<file path="src/rtl/pgpar_pkg.sv">
// Package: shared helpers for the page-striped parity address generator.
// Assumes slot and parity indices are small non-negative integers.
package pgpar_pkg;

    // Map a data slot within a stripe to a module index, stepping over the parity module.
    function automatic int unsigned skip_parity(int unsigned slot, int unsigned par);
        return (slot < par) ? slot : slot + 1;
    endfunction

endpackage

</file>
<file path="src/rtl/pgpar_stripe_map.sv">
// Module: pgpar_stripe_map
// Splits a page number into stripe and data slot. It then derives the rotating
// parity module, the data module that skips the parity module, and the offset
// inside a module, which is shared by data and parity.
// Assumes NUM_MODS >= 2; one page per module per stripe.
module pgpar_stripe_map #(
    parameter int NUM_MODS = 4,
    parameter int PAGE_W   = 14,
    parameter int LOFF_W   = 6,
    parameter int MOD_W    = 2
) (
    input  logic [PAGE_W-1:0]        page,
    input  logic [LOFF_W-1:0]        line_off,
    output logic [MOD_W-1:0]         data_mod,
    output logic [MOD_W-1:0]         par_mod,
    output logic [PAGE_W+LOFF_W-1:0] mod_off
);
    localparam int              DPS   = NUM_MODS - 1;
    localparam logic [PAGE_W-1:0] DPS_P = PAGE_W'(DPS);
    localparam bit              POW2  = ((NUM_MODS & (NUM_MODS - 1)) == 0);

    logic [PAGE_W-1:0] stripe;
    logic [MOD_W-1:0]  slot;

    // Stripe number and data slot inside the stripe.
    always_comb begin
        stripe = page / DPS_P;
        slot   = MOD_W'(page % DPS_P);
    end

    // Parity rotation: a bit slice for power-of-two module counts, a modulo otherwise.
    generate
        if (POW2) begin : g_rot_slice
            assign par_mod = stripe[MOD_W-1:0];
        end else begin : g_rot_mod
            localparam logic [PAGE_W-1:0] NM_P = PAGE_W'(NUM_MODS);
            assign par_mod = MOD_W'(stripe % NM_P);
        end
    endgenerate

    // Data module: slots ascend across modules and step over the parity module.
    always_comb begin
        data_mod = MOD_W'(pgpar_pkg::skip_parity(32'(slot), 32'(par_mod)));
    end

    // Each module holds one page per stripe, so the offset is stripe pages plus the line.
    assign mod_off = {stripe, line_off};

endmodule

</file>
<file path="src/rtl/pgpar_csum_map.sv">
// Module: pgpar_csum_map
// Locates the packed checksum of a line: which checksum line holds it and which slot.
// Assumes a power-of-two number of checksums per line and a base that leaves room for the region.
module pgpar_csum_map #(
    parameter int                     LINE_ADDR_W = 20,
    parameter int                     CS_SH       = 4,
    parameter logic [LINE_ADDR_W-1:0] CSUM_BASE   = '0
) (
    input  logic [LINE_ADDR_W-1:0] addr,
    output logic [LINE_ADDR_W-1:0] csum_line,
    output logic [CS_SH-1:0]       csum_slot
);
    // Checksum line is the region base plus the line index divided by the pack factor.
    always_comb begin
        csum_line = CSUM_BASE + (addr >> CS_SH);
        csum_slot = addr[CS_SH-1:0];
    end

endmodule

</file>
<file path="src/rtl/pgpar_addr_gen.sv">
// Module: pgpar_addr_gen (top)
// Maps a data line index to its data location, its checksum line and slot, and its
// parity location. Pages are interleaved across modules and parity rotates per stripe.
// Results are registered and valid one cycle after the strobe, and held between requests.
// Assumes PAGE_BYTES, LINE_BYTES and the checksum pack factor are powers of two.
module pgpar_addr_gen #(
    parameter int                     NUM_MODS    = 4,
    parameter int                     LINE_ADDR_W = 20,
    parameter int                     PAGE_BYTES  = 4096,
    parameter int                     LINE_BYTES  = 64,
    parameter int                     CSUM_BITS   = 32,
    parameter logic [LINE_ADDR_W-1:0] CSUM_BASE   = 20'hC0000,
    localparam int                    MOD_W       = (NUM_MODS > 2) ? $clog2(NUM_MODS) : 1,
    localparam int                    CS_SH       = $clog2(LINE_BYTES * 8 / CSUM_BITS)
) (
    input  logic                   clk,
    input  logic                   rst_n,
    input  logic                   in_valid,
    input  logic [LINE_ADDR_W-1:0] in_addr,
    output logic                   out_valid,
    output logic [MOD_W-1:0]       data_mod,
    output logic [LINE_ADDR_W-1:0] data_off,
    output logic [MOD_W-1:0]       par_mod,
    output logic [LINE_ADDR_W-1:0] par_off,
    output logic [LINE_ADDR_W-1:0] csum_line,
    output logic [CS_SH-1:0]       csum_slot
);
    localparam int PG_SH  = $clog2(PAGE_BYTES / LINE_BYTES);
    localparam int PAGE_W = LINE_ADDR_W - PG_SH;

    logic [MOD_W-1:0]       nx_data_mod;
    logic [MOD_W-1:0]       nx_par_mod;
    logic [LINE_ADDR_W-1:0] nx_off;
    logic [LINE_ADDR_W-1:0] nx_csum_line;
    logic [CS_SH-1:0]       nx_csum_slot;

    pgpar_stripe_map #(
        .NUM_MODS (NUM_MODS),
        .PAGE_W   (PAGE_W),
        .LOFF_W   (PG_SH),
        .MOD_W    (MOD_W)
    ) stripe_i (
        .page     (in_addr[LINE_ADDR_W-1:PG_SH]),
        .line_off (in_addr[PG_SH-1:0]),
        .data_mod (nx_data_mod),
        .par_mod  (nx_par_mod),
        .mod_off  (nx_off)
    );

    pgpar_csum_map #(
        .LINE_ADDR_W (LINE_ADDR_W),
        .CS_SH       (CS_SH),
        .CSUM_BASE   (CSUM_BASE)
    ) csum_i (
        .addr      (in_addr),
        .csum_line (nx_csum_line),
        .csum_slot (nx_csum_slot)
    );

    // Output register: capture locations on a strobe, hold them otherwise.
    always_ff @(posedge clk) begin
        if (!rst_n) begin
            out_valid <= 1'b0;
            data_mod  <= '0;
            data_off  <= '0;
            par_mod   <= '0;
            par_off   <= '0;
            csum_line <= '0;
            csum_slot <= '0;
        end else begin
            out_valid <= in_valid;
            if (in_valid) begin
                data_mod  <= nx_data_mod;
                data_off  <= nx_off;
                par_mod   <= nx_par_mod;
                par_off   <= nx_off;
                csum_line <= nx_csum_line;
                csum_slot <= nx_csum_slot;
            end
        end
    end

endmodule

</file>
<file path="config.mk">
export PLATFORM = sky130hd
export DESIGN_NAME = pgpar_addr_gen
export DESIGN_NICKNAME = d
export VERILOG_FILES = /design/src/rtl/pgpar_pkg.sv /design/src/rtl/pgpar_stripe_map.sv /design/src/rtl/pgpar_csum_map.sv /design/src/rtl/pgpar_addr_gen.sv
export SDC_FILE = /design/constraint.sdc
export NUM_CORES = 1
export LEC_CHECK = 0
export ABC_CLOCK_PERIOD_IN_PS = 15900
export CAP_MARGIN = 20
export CORE_MARGIN = 3
export CORE_UTILIZATION = 51
export DETAILED_ROUTE_END_ITERATION = 8
export PLACE_DENSITY = 0.86
export SETUP_SLACK_MARGIN = 0.5
export SYNTH_ARGS = -nofsm -noshare
export SYNTH_HDL_FRONTEND = slang
export SYNTH_SLANG_ARGS = --single-unit
</file>
<file path="constraint.sdc">
create_clock -name clk -period 15.9 [get_ports clk]
set_input_delay 3.975 -clock clk [delete_from_list [all_inputs] [get_ports clk]]
set_output_delay 3.975 -clock clk [all_outputs]
set_load 0.01 [all_outputs]
</file>
Yosys cells after proc, flatten, opt, wreduce, memory -nomap -nowiden --
Cells that the tools add are included. W data, S select, Z words.
Storage, ports and cells: bits in registers 49, output and inout port bits 69, word-level logic and storage cells 12
Operators by class: add/sub/neg operators 2, div/mod/pow operators 2, order comparisons 1, muxes and demuxes 1
Operator list (number):
- $add A19 B17 Y20 const A | 1
- $div A14 B2 Y14 const B | 1
- $mod A14 B2 Y14 const B | 1
- $add A2 B1 Y2 const B | 1
- $lt A2 B2 Y1 | 1
- $mux W2 | 1

Longest topological paths before layout --
word-level depth 3, depth in mapped cells 29

Cells and area by module --
A second synthesis with hierarchy kept.
Second synthesis, totals: cells, all modules 466, area total of the unflattened synthesis 3885.0 sq um
By module, submodules not included:
- pgpar_addr_gen | times used 1, cells an instance 177, area each 2003.2 sq um, sequential area each 980.9 sq um
- pgpar_stripe_map | times used 1, cells an instance 263, area each 1694.1 sq um, sequential area each 0.0 sq um
- pgpar_csum_map | times used 1, cells an instance 26, area each 187.7 sq um, sequential area each 0.0 sq um

Least setup slack after synthesis --
Ideal clock, no wire load.
path type in2reg, from input port in_addr[15], to register data_mod[1], library setup time 73 ps, arrival 8724 ps, path slack 7103 ps, stages 26, cells stage by stage buf_2 > and3b_1 > or3_4 > a32oi_2 > nand2_2 > buf_6 > a22o_1 > or4_4 > nand2_1 > o21ai_0 > o211ai_1 > xnor2_1 > ha_1 > a311oi_2 > xnor2_1 > ha_1 > nor4b_2 > o21bai_1 > a21oi_1 > inv_1 > ha_1 > a21oi_1 > nor2b_1 > nand2_1 > a211o_1 > o211ai_2
Between the ends: cells in the longest elaborated chain, start to end 3, elaborated cells on any way between the ends 5
RTL lines:
- from (decl) | RTL line pgpar_addr_gen.sv:19 | input logic [LINE_ADDR_W-1:0] in_addr,
- $div A14 B2 Y14 | RTL line pgpar_stripe_map.sv:27 | stripe = page / DPS_P;
- net nx_off[6] | RTL line pgpar_addr_gen.sv:33 | logic [LINE_ADDR_W-1:0] nx_off;
- $lt A2 B2 Y1 | RTL line pgpar_pkg.sv:7 | return (slot < par) ? slot : slot + 1;
- $mux W2 | RTL line pgpar_pkg.sv:7
- to (signal assigned) | RTL line pgpar_addr_gen.sv:73 | data_mod <= nx_data_mod;
- to (decl) | RTL line pgpar_addr_gen.sv:21 | output logic [MOD_W-1:0] data_mod,
The timed path passes the listed nets, and every way through them passes these cells. A chain may end at the register's enable or synchronous reset.

Worst setup path after layout --
from input port in_addr[16], to register data_mod[1]
Same word-level chain as after synthesis.

==> flow_results.org <==
** Run status
- The run finished with clean final reports.

** Critical path
- Worst Path Max Fanout :: 19
- The worst setup path is of the primary input to register kind.
- Slowest CP cell :: sky130_fd_sc_hd__clkdlybuf4s50_1
- The most critical setup path has its startpoint at in_addr[16].
- Logic depth of the worst register-to-register path :: 2
- Worst Setup End Kind :: register
- The worst register-to-register path ends at par_off[9].
- Critical path's largest stage delay :: approximately 860 ps
- Launch point of the worst reg-to-reg path :: par_off[9]
- The most numerous cell type found on the critical path is sky130_fd_sc_hd__ha_1.
- For flop-to-flop paths, the worst setup slack is approximately 15000 ps.
- Buf/Inv on CP :: 2
- Data arrives at the worst endpoint at 10070 ps.
- Destination of the critical timing path :: data_mod[1]
- Family with the most delay on the worst path :: simple AND/OR/NAND/NOR gates
- For the worst setup path, the data required time is roughly 16000 ps.
- Stages on the worst setup path :: 25
- Kind of launch point of the worst setup path :: primary input

** Drt
- For this block, the routed nets add up to 7.63 mm of wire.
- Average wire length per cell after detail routing :: 15.6 um
- Routed vias/inst :: ~5.9
- Post-DRT Antenna Nets :: 0
- Across all layers, the routed design uses 2864 vias.
- Drt pass-1 iters :: 7
- Number of design rule violations left after detail routing :: 0
- Detailed router's first-iteration violation count :: 252

** Final layout
- Compared with the post-synthesis result, the final layout area differs by 24.3%.
- The filler cells instantiated in the layout total roughly 480.
- For this run, the number of standard cells in the final layout without fillers is about 490.
- The library cells used most frequently in the layout, excluding fill and tap cells, are 86 x sky130_fd_sc_hd__clkdlybuf4s50_1, 37 x sky130_fd_sc_hd__dfxtp_1, 30 x sky130_fd_sc_hd__nor2b_1.
- Summing all flip-flop and latch instances after layout gives 741 um2.
- After routing the design area is ~3700 um2.
- For this run, the post-layout net count is 443.
- In the final layout, the multi-input gates occupy between 1500 and 2000 um2.
- The number of antenna diodes in the final layout is 0.
- Fraction of final layout cells sized beyond drive strength 1 :: 0.0647
- Most frequent standard cell in the layout excluding fill and tap cells :: sky130_fd_sc_hd__clkdlybuf4s50_1

** Floorplan
- In this run the horizontal extent of the chip is around 83 um.
- The die covers 6860 um2.
- between 90 and 100 I/O pins were placed.
- Placeable core area :: 5610 um2
- The initialized floorplan defines 27 standard-cell rows.
- Starting density of the core :: 0.536
- Die Span Y :: approximately 83 um

** Clock tree
- TritonCTS built the clock tree.
- CTS-repair resized insts :: 0
- The number of clock buffers added by TritonCTS is 5.
- Clock tree synthesis found a total of 37 sinks.
- Post-CTS Hold Buffers :: 0
- Buffers added to address setup during post-CTS repair amount to 0.
- Number of buffers between clock root and the deepest sink :: 2
- For the worst-skew pair, the clock arrives at the later sink with an insertion delay of 290 ps.
- The clock tree synthesis step divided the H-tree into 2 levels.
- Clock transition at path regs :: about 70 ps
- Clock tree synthesis selected as its root buffer the cell sky130_fd_sc_hd__clkbuf_8.

** Placed design
- In this run, placement finished with an instance count of 481.
- Detailed placement ended at an HPWL of 5.67 mm.
- OpenSTA, run right after detailed placement, puts the worst setup slack at 5870 ps.
- Buffers placed on the I/O ports in this run total 87.
- Final estimated routing congestion in global placement :: 0.903
- Placed cell areas :: 3620 um2

** STA
- After routing, the total negative slack on setup checks comes to 0 ps.
- In the finished design, the share of the clock period the worst path needs comes to 0.620.
- Setup repair after global routing missed its margin :: false
- Setup slack on the critical path of the routed design comes to between 6000 and 7000 ps.
- The max-slew violation total from the final report is 0.
- Setup Viol. Count Final :: 0
- Timing would allow up to 102 MHz.
- The clock arrives with 0 ps of skew.
- The clock period could shrink to 9850 ps.
- The number of hold-slack violations in the final timing report was 0.
- Headroom to the max-slew limit came out at 0.309.
- At the pin with the least slew margin, the transition time is 1040 ps.
- On the final layout, the worst hold slack is ~500 ps.

** Global routing
- Initial antenna violation count :: 0
- Number of global-route vias before repair :: 2644
- Wire length of the first global-routing pass :: 12.6 mm
- Overall routing resource usage :: 0.233
- Summed over all layers, the global routing overflow is 0.
- Largest net degree at the start of global routing :: between 40 and 50

** Yosys
- The share of the Yosys chip area taken by registers is 0.246.
- Area leader, netlist :: sky130_fd_sc_hd__dfxtp_1
- In this run the cell area of the synthesized design comes to 3010 um2.
- Area fraction of the dominant cell type after synthesis :: 0.246
- In this run the mean area of a mapped cell was 7.98 um2.
- Leading cell types by total area after synthesis :: sky130_fd_sc_hd__dfxtp_1 25%, sky130_fd_sc_hd__mux2i_1 8.7%, sky130_fd_sc_hd__buf_4 8.2%, sky130_fd_sc_hd__nor2b_1 6.2%, sky130_fd_sc_hd__a21oi_1 3.8%
- After synthesis, the share of flip-flops with an asynchronous set or reset is 0.
- Leading register cell type out of synthesis :: sky130_fd_sc_hd__dfxtp_1
- In this run, synthesis inferred 0 flip-flops with an integrated enable.
- Synthesis inferred 37 register bits.
- Mapped Cells :: 377
- During synthesis, Yosys emitted a total of 0 warnings.
- Yosys cell types :: 68

** Pwr
- Leakage :: 0.00145 uW
- IR analysis of the VDD net gives a maximum drop of 69.3 uV.
- Total power divided by cell area :: 86.7 nW/um2

** Min path
- Type of the most critical hold path :: register to register

** Job
- Max-cap violation count :: 0
==> tightest hold or removal path, stage by stage (launching register included) <==
cell and delay [ps]:
sky130_fd_sc_hd__dfxtp_1 330, sky130_fd_sc_hd__nand2b_1 70, sky130_fd_sc_hd__a21boi_0 60
==> how the worst min path moves through the flow <==
stage,slack [ps],from,end,depth (start not counted)
detailed placement,470,csum_line[18],csum_line[18],1
finish,500,par_off[18],par_off[18],2
global placement,470,csum_line[18],csum_line[18],1
floorplan,510,par_off[12],par_off[12],2
CTS,500,csum_line[18],csum_line[18],1
global route,540,csum_line[3],csum_line[3],2
==> kinds of logic (layout without fill, tap and decap cells) <==
kind of cell,Yosys count,after routing,share of synthesized area
XOR/XNOR,7,7,0.0204
flip-flops,37,37,0.246
other,1,4,0.00125
AND/OR/NAND/NOR,122,122,0.236
multiplexers,28,28,0.0940
AO/OA/AOI/OAI,105,105,0.248
adder cells (fa/ha/maj),4,4,0.0166
buffers and inverters,73,110,0.138
==> layer usage <==
metal | vias up | GRT usage | wire length, um
li1 | 1408 | - | -
met1 | 1326 | 0.333 | 3480
met2 | 118 | 0.369 | 3570
met3 | 12 | 0.0356 | 484
met4 | 0 | 0.0507 | 96
met5 | - | 0 | 0
==> metrics by stage <==
step                power, uW  utilization
global placement          237        0.645
detailed placement        239        0.645
floorplan                 199            -
finish                    324        0.667
CTS                       325        0.667
global route              344        0.667
==> cell type report <==
cell class                 instances  area share
sequential                        37       0.198
inverter                          14      0.0141
tap                               72      0.0241
clock buffer                       6      0.0221
multi-input combinational        270       0.498
clock inverter                     2      0.0100
timing repair buffer              88       0.234
==> synthesized netlist by cell type (3+ instances only) <==
master / number
sky130_fd_sc_hd__o21ai_0: 17
sky130_fd_sc_hd__buf_2: 8
sky130_fd_sc_hd__and2_1: 5
sky130_fd_sc_hd__nand2b_1: 6
sky130_fd_sc_hd__a31oi_1: 9
sky130_fd_sc_hd__a21oi_1: 23
sky130_fd_sc_hd__nand3_1: 4
sky130_fd_sc_hd__nor2b_1: 30
sky130_fd_sc_hd__o22ai_1: 5
sky130_fd_sc_hd__nor3b_1: 4
sky130_fd_sc_hd__a211oi_1: 5
sky130_fd_sc_hd__nor2_1: 18
sky130_fd_sc_hd__and3b_1: 4
sky130_fd_sc_hd__mux2i_1: 26
sky130_fd_sc_hd__nor3_1: 6
sky130_fd_sc_hd__inv_1: 13
sky130_fd_sc_hd__clkbuf_1: 15
sky130_fd_sc_hd__o31ai_1: 3
sky130_fd_sc_hd__or2_2: 3
sky130_fd_sc_hd__a211o_1: 3
sky130_fd_sc_hd__nand2_1: 23
sky130_fd_sc_hd__o211a_1: 3
sky130_fd_sc_hd__or3_1: 3
sky130_fd_sc_hd__buf_4: 33
sky130_fd_sc_hd__dfxtp_1: 37
sky130_fd_sc_hd__xnor2_1: 7
sky130_fd_sc_hd__o2111ai_1: 4
sky130_fd_sc_hd__ha_1: 4
==> power breakdown <==
part | internal, uW | switching (uW)
clock network | 51.0 | 34.3
logic | 63.7 | 68.0
registers | 101 | 6.24
total | 216 | 108
==> flip-flops by register name, summed over array words and instances (netlist names) <==
| name | cells |
|---|---|
| csum_line | 15 |
| par_mod | 1 |
| data_mod | 2 |
| out_valid | 1 |
| par_off | 18 |
(Power assumes the default switching activity.)
